<file path="src/rtl/gio_pkg.sv">
package gio_pkg;
  typedef enum logic [1:0] {
    TRIG_OFF  = 2'b00,
    TRIG_FALL = 2'b01,
    TRIG_RISE = 2'b10,
    TRIG_RSVD = 2'b11
  } trig_e;

  typedef enum logic [1:0] {
    RA_LEVEL = 2'd0,
    RA_TRIG  = 2'd1,
    RA_STAT  = 2'd2,
    RA_SPARE = 2'd3
  } reg_addr_e;

  localparam int TRIG_W = 2;
endpackage

</file>
<file path="src/rtl/gio_sync_edge.sv">
module gio_sync_edge #(
  parameter int N      = 8,
  parameter int STAGES = 2
) (
  input  logic         clk,
  input  logic         rst,
  input  logic [N-1:0] pin_i,
  output logic [N-1:0] level_o,
  output logic [N-1:0] rise_o,
  output logic [N-1:0] fall_o
);
  localparam int LAST = STAGES - 1;

  logic [STAGES-1:0][N-1:0] chain_q;
  logic [N-1:0]             prev_q;

  always_ff @(posedge clk) begin
    if (rst) begin
      chain_q <= '0;
      prev_q  <= '0;
    end else begin
      chain_q <= {chain_q[STAGES-2:0], pin_i};
      prev_q  <= chain_q[LAST];
    end
  end

  assign level_o = chain_q[LAST];
  assign rise_o  = level_o & ~prev_q;
  assign fall_o  = ~level_o & prev_q;

  // cycles since reset, saturating, so the latency check never looks into reset
  logic [1:0] warm_q;
  always_ff @(posedge clk) begin
    if (rst) warm_q <= '0;
    else if (warm_q != 2'd3) warm_q <= warm_q + 2'd1;
  end

  generate
    if (STAGES == 2) begin : g_lat_chk
      // level equals the pin value sampled two edges earlier
      a_r2_sync_latency: assert property (@(posedge clk) disable iff (rst)
        (warm_q >= 2'd2) |-> (level_o == $past(pin_i, 2)));
    end
  endgenerate
endmodule

</file>
<file path="src/rtl/gio_edge_latch.sv">
module gio_edge_latch #(
  parameter int N = 8
) (
  input  logic         clk,
  input  logic         rst,
  input  logic [N-1:0] rise_ev_i,
  input  logic [N-1:0] fall_ev_i,
  input  logic [N-1:0] clr_i,
  output logic [N-1:0] rise_q,
  output logic [N-1:0] fall_q
);
  always_ff @(posedge clk) begin
    if (rst) begin
      rise_q <= '0;
      fall_q <= '0;
    end else begin
      // a fresh edge overrides a simultaneous clear
      rise_q <= (rise_q & ~clr_i) | rise_ev_i;
      fall_q <= (fall_q & ~clr_i) | fall_ev_i;
    end
  end

  // a clear without a competing edge leaves both flags empty
  a_r6_clear_both: assert property (@(posedge clk) disable iff (rst)
    1'b1 |=> (((rise_q | fall_q) & $past(clr_i & ~rise_ev_i & ~fall_ev_i)) == '0));

  // a detected edge is always held in the next cycle, clear or not
  a_r7_edge_wins: assert property (@(posedge clk) disable iff (rst)
    1'b1 |=> ((($past(rise_ev_i) & ~rise_q) | ($past(fall_ev_i) & ~fall_q)) == '0));
endmodule

</file>
<file path="src/rtl/gio_trig_view.sv">
module gio_trig_view
  import gio_pkg::*;
#(
  parameter int N = 8
) (
  input  logic                clk,
  input  logic                rst,
  input  logic                cfg_we,
  input  logic [N*TRIG_W-1:0] cfg_wdata,
  input  logic [N-1:0]        rise_q,
  input  logic [N-1:0]        fall_q,
  output logic [N*TRIG_W-1:0] cfg_q,
  output logic [N-1:0]        vis_o,
  output logic                irq_q
);
  always_ff @(posedge clk) begin
    if (rst)         cfg_q <= '0;
    else if (cfg_we) cfg_q <= cfg_wdata;
  end

  generate
    for (genvar i = 0; i < N; i++) begin : g_pin
      trig_e code;
      assign code     = trig_e'(cfg_q[TRIG_W*i +: TRIG_W]);
      assign vis_o[i] = ((code == TRIG_RISE) && rise_q[i]) ||
                        ((code == TRIG_FALL) && fall_q[i]);
    end
  endgenerate

  always_ff @(posedge clk) begin
    if (rst) irq_q <= 1'b0;
    else     irq_q <= |vis_o;
  end

  // the trigger register only moves on a write to it
  a_r10_cfg_hold: assert property (@(posedge clk) disable iff (rst)
    !cfg_we |=> $stable(cfg_q));
endmodule

</file>
<file path="src/rtl/gio_edge_irq.sv">
module gio_edge_irq
  import gio_pkg::*;
#(
  parameter int N      = 8,
  parameter int STAGES = 2
) (
  input  logic              clk,
  input  logic              rst,
  input  logic [N-1:0]      pin_i,
  input  logic              reg_we,
  input  logic [1:0]        reg_addr,
  input  logic [2*N-1:0]    reg_wdata,
  output logic [2*N-1:0]    reg_rdata,
  output logic              irq_o
);
  localparam int DW = N * TRIG_W;

  logic [N-1:0]  level, rise_ev, fall_ev, rise_q, fall_q, vis, clr;
  logic [DW-1:0] cfg_q;
  logic          cfg_we;
  reg_addr_e     ra;

  assign ra     = reg_addr_e'(reg_addr);
  assign cfg_we = reg_we && (ra == RA_TRIG);
  assign clr    = (reg_we && (ra == RA_STAT)) ? reg_wdata[N-1:0] : '0;

  gio_sync_edge #(.N(N), .STAGES(STAGES)) u_sync (
    .clk(clk), .rst(rst), .pin_i(pin_i),
    .level_o(level), .rise_o(rise_ev), .fall_o(fall_ev)
  );

  gio_edge_latch #(.N(N)) u_latch (
    .clk(clk), .rst(rst), .rise_ev_i(rise_ev), .fall_ev_i(fall_ev),
    .clr_i(clr), .rise_q(rise_q), .fall_q(fall_q)
  );

  gio_trig_view #(.N(N)) u_view (
    .clk(clk), .rst(rst), .cfg_we(cfg_we), .cfg_wdata(reg_wdata),
    .rise_q(rise_q), .fall_q(fall_q), .cfg_q(cfg_q), .vis_o(vis),
    .irq_q(irq_o)
  );

  always_comb begin
    case (ra)
      RA_LEVEL: reg_rdata = {{(DW-N){1'b0}}, level};
      RA_TRIG:  reg_rdata = cfg_q;
      RA_STAT:  reg_rdata = {{(DW-N){1'b0}}, vis};
      default:  reg_rdata = '0;
    endcase
  end

  // the parent line is only ever raised by a latched flag
  a_r8_irq_source: assert property (@(posedge clk) disable iff (rst)
    irq_o |-> $past(|(rise_q | fall_q)));
endmodule

</file>
<file path="config.mk">
export PLATFORM = sky130hd
export DESIGN_NAME = gio_edge_irq
export DESIGN_NICKNAME = d
export VERILOG_FILES = /design/src/rtl/gio_pkg.sv /design/src/rtl/gio_sync_edge.sv /design/src/rtl/gio_edge_latch.sv /design/src/rtl/gio_trig_view.sv /design/src/rtl/gio_edge_irq.sv
export SDC_FILE = /design/constraint.sdc
export NUM_CORES = 1
export LEC_CHECK = 0
export BUFFER_PORTS_ARGS = -buffer_cell sky130_fd_sc_hd__buf_2
export CAP_MARGIN = 5
export CORE_MARGIN = 2
export CORE_UTILIZATION = 30
export DETAILED_ROUTE_END_ITERATION = 8
export PLACE_DENSITY = 0.55
export SETUP_SLACK_MARGIN = 0.02
export SLEW_MARGIN = 20
export SYNTH_ARGS = -nofsm -noshare
export SYNTH_HDL_FRONTEND = slang
export SYNTH_HIERARCHICAL = 1
export SYNTH_SLANG_ARGS = --single-unit
</file>
<file path="constraint.sdc">
create_clock -name clk -period 2.3 [get_ports clk]
set_clock_uncertainty 0.05 [all_clocks]
set_input_delay 0.46 -clock clk [delete_from_list [all_inputs] [get_ports clk]]
set_output_delay 0.46 -clock clk [all_outputs]
set_load 0.02 [all_outputs]
</file>
### After elaboration in Yosys (flattened, before gate mapping)

Cells that the tools add are included.

| operators by class | value |
|---|---|
| equal/unequal tests | 18 |
| muxes and demuxes | 2 |
| bitwise logic cells | 9 |
| reductions and logical operators | 28 |

Operator list:

| kind | number |
|---|---|
| one-hot mux 16 bit (3 select lines) | 1 |
| AND 8 bit | 4 |
| NOT 8 bit | 3 |
| == test 2 x 1 -> 1 bit (second input constant) | 9 |
| == test 2 bit (second input constant) | 9 |
| logical AND 1 bit | 18 |
| bitwise OR 8 bit | 2 |
| logical OR 1 bit | 8 |
| two-way mux 8 bit | 1 |
| OR reduction 8 bit | 1 |
| zero test 2 bit | 1 |

| word-level totals | value |
|---|---|
| bits in registers | 57 |
| input bits | 29 |
| output and inout port bits | 17 |
| word-level logic and storage cells | 64 |

### Depth between registers and ports, before layout

Gate-level depths: netlist of the first run.

| logic depth | value |
|---|---|
| word-level depth | 6 |
| depth in mapped cells | 7 |
| depth with buffers taken out | 4 |

### By module

The synthesis of the first run kept the hierarchy.

By module, submodules not included:

| module | times used | cells an instance | area an instance (um^2) | sequential area each (um^2) |
|---|---|---|---|---|
| gio_sync_edge | 1 | 74 | 853.3 | 480.5 |
| gio_trig_view | 1 | 80 | 755.7 | 340.3 |
| gio_edge_latch | 1 | 66 | 629.4 | 320.3 |
| gio_edge_irq | 1 | 38 | 304.0 | 0.0 |

### Worst setup path after synthesis of the first run

No wires, ideal clock.

| timing | value |
|---|---|
| path kind | input port to flip-flop |
| from | input reg_addr[1] |
| to | register u_view.cfg_q[0] |
| setup time | 128 ps |
| arrival time | 1532 ps |
| data required time | 2122 ps |
| path slack | 590 ps |
| stages | 7 |
| path buffers | 3 |
| path through | buf_4 > and2b_1 > and2_1 > buf_4 > buf_6 > mux2i_1 > nor2_1 |

| between the ends | value |
|---|---|
| longest elaborated chain between the ends | 2 |

Ends and longest elaborated chain:

| what | RTL line | source |
|---|---|---|
| from (decl) | gio_edge_irq.sv:11 | `input logic [1:0] reg_addr,` |
| == test 2 x 1 -> 1 bit | gio_edge_irq.sv:24 | `assign cfg_we = reg_we && (ra == RA_TRIG);` |
| logical AND 1 bit | gio_edge_irq.sv:24 |  |
| net cfg_we | gio_edge_irq.sv:20 | `logic cfg_we;` |
| to (signal assigned) | gio_trig_view.sv:18 | `else if (cfg_we) cfg_q <= cfg_wdata;` |
| to (decl) | gio_trig_view.sv:12 | `output logic [N*TRIG_W-1:0] cfg_q,` |

The timed path passes the listed nets, and every way through them passes these cells.
A chain may end at the register's enable or synchronous reset.

### Worst setup path in the final report of the first run

| timing | value |
|---|---|
| from | input reg_addr[1] |
| to | output reg_rdata[5] |

| between the ends | value |
|---|---|
| longest elaborated chain between the ends | 2 |
| elaborated cells on any way between the ends | 4 |
| classes of those cells | eq/ne: 2; mux: 1; reduce/logical: 1 |

Ends and longest elaborated chain:

| what | RTL line | source |
|---|---|---|
| == test 2 bit (tied with other cells) | gio_edge_irq.sv:44 | `case (ra)` |
| one-hot mux 16 bit (3 select lines) (*) | gio_edge_irq.sv:44 |  |
| to (decl) | gio_edge_irq.sv:13 | `output logic [2*N-1:0] reg_rdata,` |

Every way passes the cells marked *; elsewhere a longest branch is shown, timed or not.

==> summary.txt, run 1 <==
==================================================================================================
Data arrival time of the critical path ..............................................      1.45 ns
Initial standard-cell utilization of the core .......................................        0.309
Hold-fix buffers, CTS ...............................................................            0
Power spent charging and discharging nets ...........................................     0.504 mW
Uppermost layer routed ..............................................................         met4
Worst slack on hold paths ...........................................................     0.282 ns
Most common cell type on the critical path .......................................... sky130_fd_sc_hd__buf_2
Result of the run ...................................................................    completed
Ratio of final minimum period to clock period .......................................        0.853
Routed via count ....................................................................         1758
Postcts setup bufs ..................................................................            0
Die boundary height .................................................................      96.1 µm
Critical Path Sink Type ............................................................. primary output
H-tree level count ..................................................................            3
Register bit count reported by yosys ................................................           57
Post-synth EDFFs ....................................................................            0
Cell-internal power .................................................................      1.77 mW
Worst endpoint required time ........................................................      1.79 ns
Post-layout min period ..............................................................      1.96 ns
Wire length on met2 .................................................................      2280 µm
Worst Path Buf+Inv ..................................................................            2
Total die area ......................................................................     9230 µm²
Fraction of power spent switching nets ..............................................        0.222
Max transition margin ...............................................................        0.689
# port buffers ......................................................................           45
Clock share of power ................................................................        0.465
Synth Instances .....................................................................          258
Final Max Tran Viols ................................................................            0
Clock tree root driver cell ......................................................... sky130_fd_sc_hd__clkbuf_8
Power per cell area .................................................................   758 nW/µm²
Setup repair after global routing missed its margin .................................        false
Post-Place Cells ....................................................................          393
Post-route DRC violation count ......................................................            0
Antenna violations before repair ....................................................            0
Ratio of routed vias to standard cells ..............................................         4.30
Number of non-filler instances in the completed layout ..............................          409
Final Hold Fails ....................................................................            0
Fraction of synthesis flops using an asynchronous set or reset pin ..................            0
Sequential share of power ...........................................................        0.462
Total routed wirelength .............................................................      5100 µm
Worst-path maximum fanout ...........................................................           16
Clock tree buffer depth .............................................................            2
Wire length of the first global-routing pass ........................................      8110 µm
Post-synthesis sequential area ratio ................................................        0.449
Leakage power of the design .........................................................      1.24 nW
Ant. Diodes .........................................................................            0
Setup total negative slack ..........................................................         0 ns
Net count of the finished layout ....................................................          328
Met3 wire length ....................................................................       303 µm
Most instantiated flip-flop cell in the synthesis netlist ........................... sky130_fd_sc_hd__dfxtp_1
Largest net degree at the start of global routing ...................................           27
CTS-repair resized insts ............................................................            0
Clock transition time at the flip-flop clock pins of the worst setup and hold paths .      0.06 ns
Detailed router's first-iteration violation count ...................................           61
Placed Area .........................................................................     2770 µm²
Maximum achievable frequency ........................................................      510 MHz
Cell-by-cell trace of the critical path ............................................. buf_2 > nor2b_4 > o2bb2ai_1 > buf_2
Critical Path Slowest Stage Cell .................................................... sky130_fd_sc_hd__nor2b_4
Average detailed-routed wire length per instance ....................................      12.5 µm
Ranking of synthesized cells by instance count ...................................... sky130_fd_sc_hd__dfxtp_1 (57), sky130_fd_sc_hd__mux2i_1 (24), sky130_fd_sc_hd__nor2b_1 (22)
Total of warnings raised by yosys ...................................................            6
Syn Area/Cell .......................................................................     9.85 µm²
Width of the chip ...................................................................      96.1 µm
HP Class ............................................................................ primary input to flop
Number of global-route vias before repair ...........................................         1604
Met1 Wirelength .....................................................................      2450 µm
Pre-Repair DR Iteration Count .......................................................            5
Worst IR Drop VDD ...................................................................   0.000295 V
Last weighted congestion value of the routability-driven placer .....................        0.764
Skew-Pair Late Insertion Delay ......................................................      0.33 ns
Grt total ovfl ......................................................................            0
Standard cell core area .............................................................     8220 µm²
Syn Nets ............................................................................          287
Gate power share ....................................................................        0.073
Area growth, synth to finish ........................................................        18.1%
Slowest Stage Delay on Critical Path ................................................      0.40 ns
TritonCTS Buffers ...................................................................            9
Area of all placed cells without fillers ............................................     3000 µm²
Clock tree from TritonCTS ...........................................................          yes
Final number of setup-violating endpoints ...........................................            0
Library cell occupying the most area in the post-synthesis netlist .................. sky130_fd_sc_hd__dfxtp_1
Row count ...........................................................................           33
Count of maximum capacitance violations .............................................            0
Syn Std Cell Area ...................................................................     2540 µm²
Worst setup path category ........................................................... primary input to primary output
HPWL after DPL ......................................................................      3650 µm
Share of layout cells above drive strength 1 ........................................        0.309
Transition time at the pin with the least slew margin ...............................     0.466 ns
Portion of synthesized cell area occupied by the leading cell type ..................        0.449
Antenna-violating nets left .........................................................            0
IO Pins .............................................................................           46
Kind of launch point of the worst setup path ........................................ primary input
Cell family with the largest share of critical-path delay ........................... simple AND/OR/NAND/NOR gates
Leading cell type by number of instances after synthesis ............................ sky130_fd_sc_hd__dfxtp_1
Dominant cells by area after synthesis .............................................. sky130_fd_sc_hd__dfxtp_1 (45%), sky130_fd_sc_hd__mux2i_1 (9.4%), sky130_fd_sc_hd__nor2b_1 (5.4%), sky130_fd_sc_hd__nor2b_2 (4.8%), sky130_fd_sc_hd__nand2b_1 (3.9%)
Clock net sink count ................................................................           57
Number of unique standard cell types used by synthesis ..............................           24
Aggregate global-route resource usage ...............................................        0.121
==================================================================================================
[power by group through the flow]
| stage | Sequential [mW] | Combinational (mW) | Clock, mW |
|---|---|---|---|
| 3_5_place_dp | 1.07 | 0.169 | 0 |
| 5_1_grt | 1.06 | 0.186 | 1.15 |
| 3_3_place_gp | 1.07 | 0.168 | 0 |
| 6_report | 1.05 | 0.167 | 1.06 |
| 4_1_cts | 1.05 | 0.170 | 1.09 |
| 2_1_floorplan | 1.07 | 0.131 | 0 |
[cell type report]
cell class                 instances  area, µm²
clock buffer                      11        151
clock inverter                     5       77.6
fill                             851       5210
inverter                          16       60.1
multi-input combinational        166       1170
sequential                        57       1140
tap                              105        131
timing repair buffer              49        268
[flip-flops by register name (all words and copies together), names as in the netlist]
register        flops
u_view/cfg_q       16
u_latch/fall_q      8
u_latch/rise_q      8
u_sync/chain_q      8
u_sync/level_o      8
u_sync/prev_q       8
u_view/irq_q        1
[routing by layer]
layer | vias up | global-route usage
met4 | 0 | 0.0464
li1 | 918 | -
met5 | - | 0
met3 | 5 | 0.0509
met2 | 44 | 0.171
met1 | 791 | 0.163
[per-stage QoR]
step | setup slack [ns] | util | power [mW]
after floorplan | 0.590 | - | 1.20
after global placement | 0.299 | 0.338 | 1.24
after detailed placement | 0.306 | 0.338 | 1.24
after CTS | 0.306 | 0.365 | 2.31
after global routing | 0.244 | 0.365 | 2.39
final | 0.339 | 0.365 | 2.28
[path summary, 6_finish.rpt]
path                                   startpoint                 to  slack (ns)  depth (start not counted)
worst max-delay path                  reg_addr[1]       reg_rdata[5]        0.34                          4
worst min-delay path                     pin_i[3]  u_sync/chain_q[3]        0.28                          2
worst max register to register    u_view/cfg_q[9]       u_view/irq_q        1.08                          4
worst min register to register  u_sync/chain_q[7]  u_sync/level_o[7]        0.38                          1
[placed cells by master, fill, tap and decap left out, types with 6 or more instances in the layout]
master,synthesis,layout
sky130_fd_sc_hd__inv_1,16,16
sky130_fd_sc_hd__nand2_1,8,8
sky130_fd_sc_hd__a21oi_1,7,7
sky130_fd_sc_hd__dfxtp_1,57,57
sky130_fd_sc_hd__and3_1,8,8
sky130_fd_sc_hd__and2_1,9,9
sky130_fd_sc_hd__nor2b_2,14,14
sky130_fd_sc_hd__nor2b_1,22,22
sky130_fd_sc_hd__nor2_1,16,16
sky130_fd_sc_hd__nand2b_1,16,16
sky130_fd_sc_hd__buf_2,0,45
sky130_fd_sc_hd__a21oi_2,10,10
sky130_fd_sc_hd__o2bb2ai_1,8,8
sky130_fd_sc_hd__o21ai_1,6,6
sky130_fd_sc_hd__clkbuf_8,0,11
sky130_fd_sc_hd__nand3b_1,8,8
sky130_fd_sc_hd__mux2i_1,24,24
[logic make-up after synthesis]
group                  synth area share
DFF                               0.449
muxes                            0.0945
AOI/OAI and AO/OA                0.0945
buffers and inverters            0.0896
and+or+nand+nor                   0.273
No activity file was read; power rests on OpenSTA's default activity.
==> run 2: changes to the inputs <==
--- a/config.mk
+++ b/config.mk
@@ -11,4 +11,5 @@
 export CORE_UTILIZATION = 30
 export DETAILED_ROUTE_END_ITERATION = 8
+export GPL_TIMING_DRIVEN = 0
 export PLACE_DENSITY = 0.55
 export SETUP_SLACK_MARGIN = 0.02
--- a/constraint.sdc
+++ b/constraint.sdc
@@ -3,3 +3,3 @@
 set_input_delay 0.46 -clock clk [delete_from_list [all_inputs] [get_ports clk]]
 set_output_delay 0.46 -clock clk [all_outputs]
-set_load 0.02 [all_outputs]
+set_load 0.1 [all_outputs]
==> run 2 against run 1 <==
  * Non-clock buffer count rose by 13
  * Flip-flop and latch count unchanged
  * Combinational power increased by 40%
  * Sequential share of layout area down 1.7 points
  * Sequential power about the same
  * Count of clock-buffer cells in the layout decreased by 1
  * Critical endpoint is now reg_rdata[2]
  * First-iteration DRC count shrank 15%
  * Design area is 4.5% higher
==> summary.txt, run 2 (synthesis results as in run 1) <==
==================================================================================================
Final number of setup-violating endpoints ...........................................            0   unchanged
Clock transition time at the flip-flop clock pins of the worst setup and hold paths .      0.06 ns   about the same
Detailed router's first-iteration violation count ...................................           52   was 61
Wire length of the first global-routing pass ........................................      8650 µm   was 8110 µm
Row count ...........................................................................           33   unchanged
Flip-flop count of the largest register, all copies and words added .................           16   unchanged
Startpoint of the most critical setup path ..........................................  reg_addr[1]   unchanged
Routed via count ....................................................................         1815   was 1758
Average detailed-routed wire length per instance ....................................      12.9 µm   was 12.5 µm
Ratio of routed vias to standard cells ..............................................         4.30   about the same
Clock tree from TritonCTS ...........................................................          yes   unchanged
Cell-internal power .................................................................      1.64 mW   was 1.77 mW
Net count of the finished layout ....................................................          341   was 328
Initial standard-cell utilization of the core .......................................        0.309   unchanged
Clock tree root driver cell ......................................................... sky130_fd_sc_hd__clkbuf_8   unchanged
# port buffers ......................................................................           43   was 45
Worst setup slack before clock tree synthesis .......................................    0.0645 ns   was 0.306 ns
Skew-Pair Late Insertion Delay ......................................................      0.34 ns   was 0.33 ns
Total die area ......................................................................     9230 µm²   unchanged
Data arrival time of the critical path ..............................................      1.71 ns   was 1.45 ns
Ratio of final minimum period to clock period .......................................        0.966   was 0.853
Maximum achievable frequency ........................................................      450 MHz   was 510 MHz
Commonest cells after routing, fill and taps aside .................................. sky130_fd_sc_hd__dfxtp_1 (57), sky130_fd_sc_hd__buf_2 (41), sky130_fd_sc_hd__mux2i_1 (24)   was sky130_fd_sc_hd__dfxtp_1 (57), sky130_fd_sc_hd__buf_2 (45), sky130_fd_sc_hd__mux2i_1 (24)
Standard cell core area .............................................................     8220 µm²   unchanged
Transition time at the pin with the least slew margin ...............................     0.566 ns   was 0.466 ns
Post-Place Cells ....................................................................          406   was 393
Number of global-route vias before repair ...........................................         1749   was 1604
Post-route DRC violation count ......................................................            0   unchanged
Source of the worst hold timing path ................................................     pin_i[6]   was pin_i[3]
Fraction of power spent switching nets ..............................................        0.252   was 0.222
Width of the chip ...................................................................      96.1 µm   unchanged
Kind of launch point of the worst setup path ........................................ primary input   unchanged
Reg-to-Reg Start .................................................................... u_view/cfg_q[9]   unchanged
Setup total negative slack ..........................................................         0 ns   unchanged
Register with the most flip-flops ................................................... u_view/cfg_q   unchanged
Ant. Diodes .........................................................................            0   unchanged
Final Max Tran Viols ................................................................            0   unchanged
Gate power share ....................................................................        0.107   was 0.073
Leading cell type in the layout, fill and taps excluded ............................. sky130_fd_sc_hd__dfxtp_1   unchanged
Antenna-violating nets left .........................................................            0   unchanged
Clock net sink count ................................................................           57   unchanged
Postcts setup bufs ..................................................................            0   unchanged
Worst-path maximum fanout ...........................................................           10   was 16
Die boundary height .................................................................      96.1 µm   unchanged
Power per cell area .................................................................   700 nW/µm²   was 758 nW/µm²
Result of the run ...................................................................    completed   unchanged
Sequential share of power ...........................................................        0.478   was 0.462
Pre-Repair DR Iteration Count .......................................................            4   was 5
Number of non-filler instances in the completed layout ..............................          422   was 409
Setup repair after global routing missed its margin .................................        false   unchanged
Worst slack on hold paths ...........................................................     0.271 ns   was 0.282 ns
HP Class ............................................................................ primary input to flop   unchanged
Critical Path Sink Type ............................................................. primary output   unchanged
Max transition margin ...............................................................        0.623   was 0.689
Worst setup path category ........................................................... primary input to primary output   unchanged
Clock tree buffer depth .............................................................            2   unchanged
Worst IR Drop VDD ...................................................................   0.000306 V   was 0.000295 V
Area growth, synth to finish ........................................................        23.5%   was 18.1%
Power spent charging and discharging nets ...........................................     0.555 mW   was 0.504 mW
Last weighted congestion value of the routability-driven placer .....................        0.745   was 0.764
Leakage power of the design .........................................................      1.31 nW   was 1.24 nW
Total routed wirelength .............................................................      5430 µm   was 5100 µm
Aggregate global-route resource usage ...............................................        0.132   was 0.121
Final Hold Fails ....................................................................            0   unchanged
Share of layout cells above drive strength 1 ........................................        0.360   was 0.309
Count of maximum capacitance violations .............................................            0   unchanged
Clock share of power ................................................................        0.416   was 0.465
HPWL after DPL ......................................................................      3970 µm   was 3650 µm
H-tree level count ..................................................................            3   unchanged
Largest net degree at the start of global routing ...................................           11   was 27
Grt total ovfl ......................................................................            0   unchanged
IO Pins .............................................................................           46   unchanged
Antenna violations before repair ....................................................            0   unchanged
Post-layout min period ..............................................................      2.22 ns   was 1.96 ns
Worst endpoint required time ........................................................      1.79 ns   about the same
TritonCTS Buffers ...................................................................            9   unchanged
Post-route worst setup slack ........................................................    0.0775 ns   was 0.339 ns
==================================================================================================
[run 2: cell types whose count changed in the layout (fill, tap and decap cells not counted), sizes merged]
cell    change
buf        +10
clkbuf      +2
clkinv      +2
bufinv      -1
[run 2: area by class of cell]
| class | count | area (µm²) |
|---|---|---|
| well taps | 105 | 131 |
| multi-input cells | 166 | 1220 |
| repair buffers | 43 | 220 |
| clock inverters | 6 | 57.6 |
| clock buffers | 10 | 138 |
| plain buffers | 19 | 168 |
| fillers | 862 | 5080 |
| inverters | 16 | 60.1 |
| flip-flops and latches | 57 | 1140 |
[run 2: worst max-delay path, cell delays in order]
cell	delay (ns)
sky130_fd_sc_hd__buf_4	0.18
sky130_fd_sc_hd__nor2b_4	0.29
sky130_fd_sc_hd__buf_6	0.21
sky130_fd_sc_hd__o2bb2ai_2	0.13
sky130_fd_sc_hd__buf_2	0.45
[run 2: repair_timing]
| action | in CTS | in global routing |
|---|---|---|
| hold buffers | 0 | 0 |
| setup endpoints to repair | 0 | 2 |
| gates resized for setup | 0 | 2 |
[run 2: routing by layer]
| metal | up-vias | part of all wire | GRT usage |
|---|---|---|---|
| met1 | 820 | 0.47 | 0.159 |
| met3 | 9 | 0.058 | 0.0603 |
| li1 | 947 | - | - |
| met5 | - | 0 | 0 |
| met4 | 0 | 0.016 | 0.0500 |
| met2 | 39 | 0.45 | 0.207 |
[run 2: path summary, 6_finish.rpt]
path | slack, ns | end | cells past startpoint
max reg2reg | 1.10 | u_view/irq_q | 4
max | 0.08 | reg_rdata[2] | 5
min reg2reg | 0.39 | u_sync/level_o[4] | 1
min | 0.27 | u_sync/chain_q[6] | 2
[run 2: power by group through the flow]
stage / clock (mW) / sequential (mW) / combinational [mW]
3_3_place_gp: 0 / 1.07 / 0.236
6_report: 0.914 / 1.05 / 0.234
5_1_grt: 0.990 / 1.05 / 0.253
4_1_cts: 0.947 / 1.05 / 0.238
2_1_floorplan: 0 / 1.07 / 0.171
3_5_place_dp: 0 / 1.07 / 0.238
[run 2: metrics by stage]
step           utilization  power, mW  cell area, µm²
2_1_floorplan            -       1.24            2590
3_3_place_gp         0.358       1.31            2940
3_5_place_dp         0.358       1.31            2940
4_1_cts              0.381       2.24            3130
5_1_grt              0.382       2.30            3140
6_report             0.382       2.20            3140
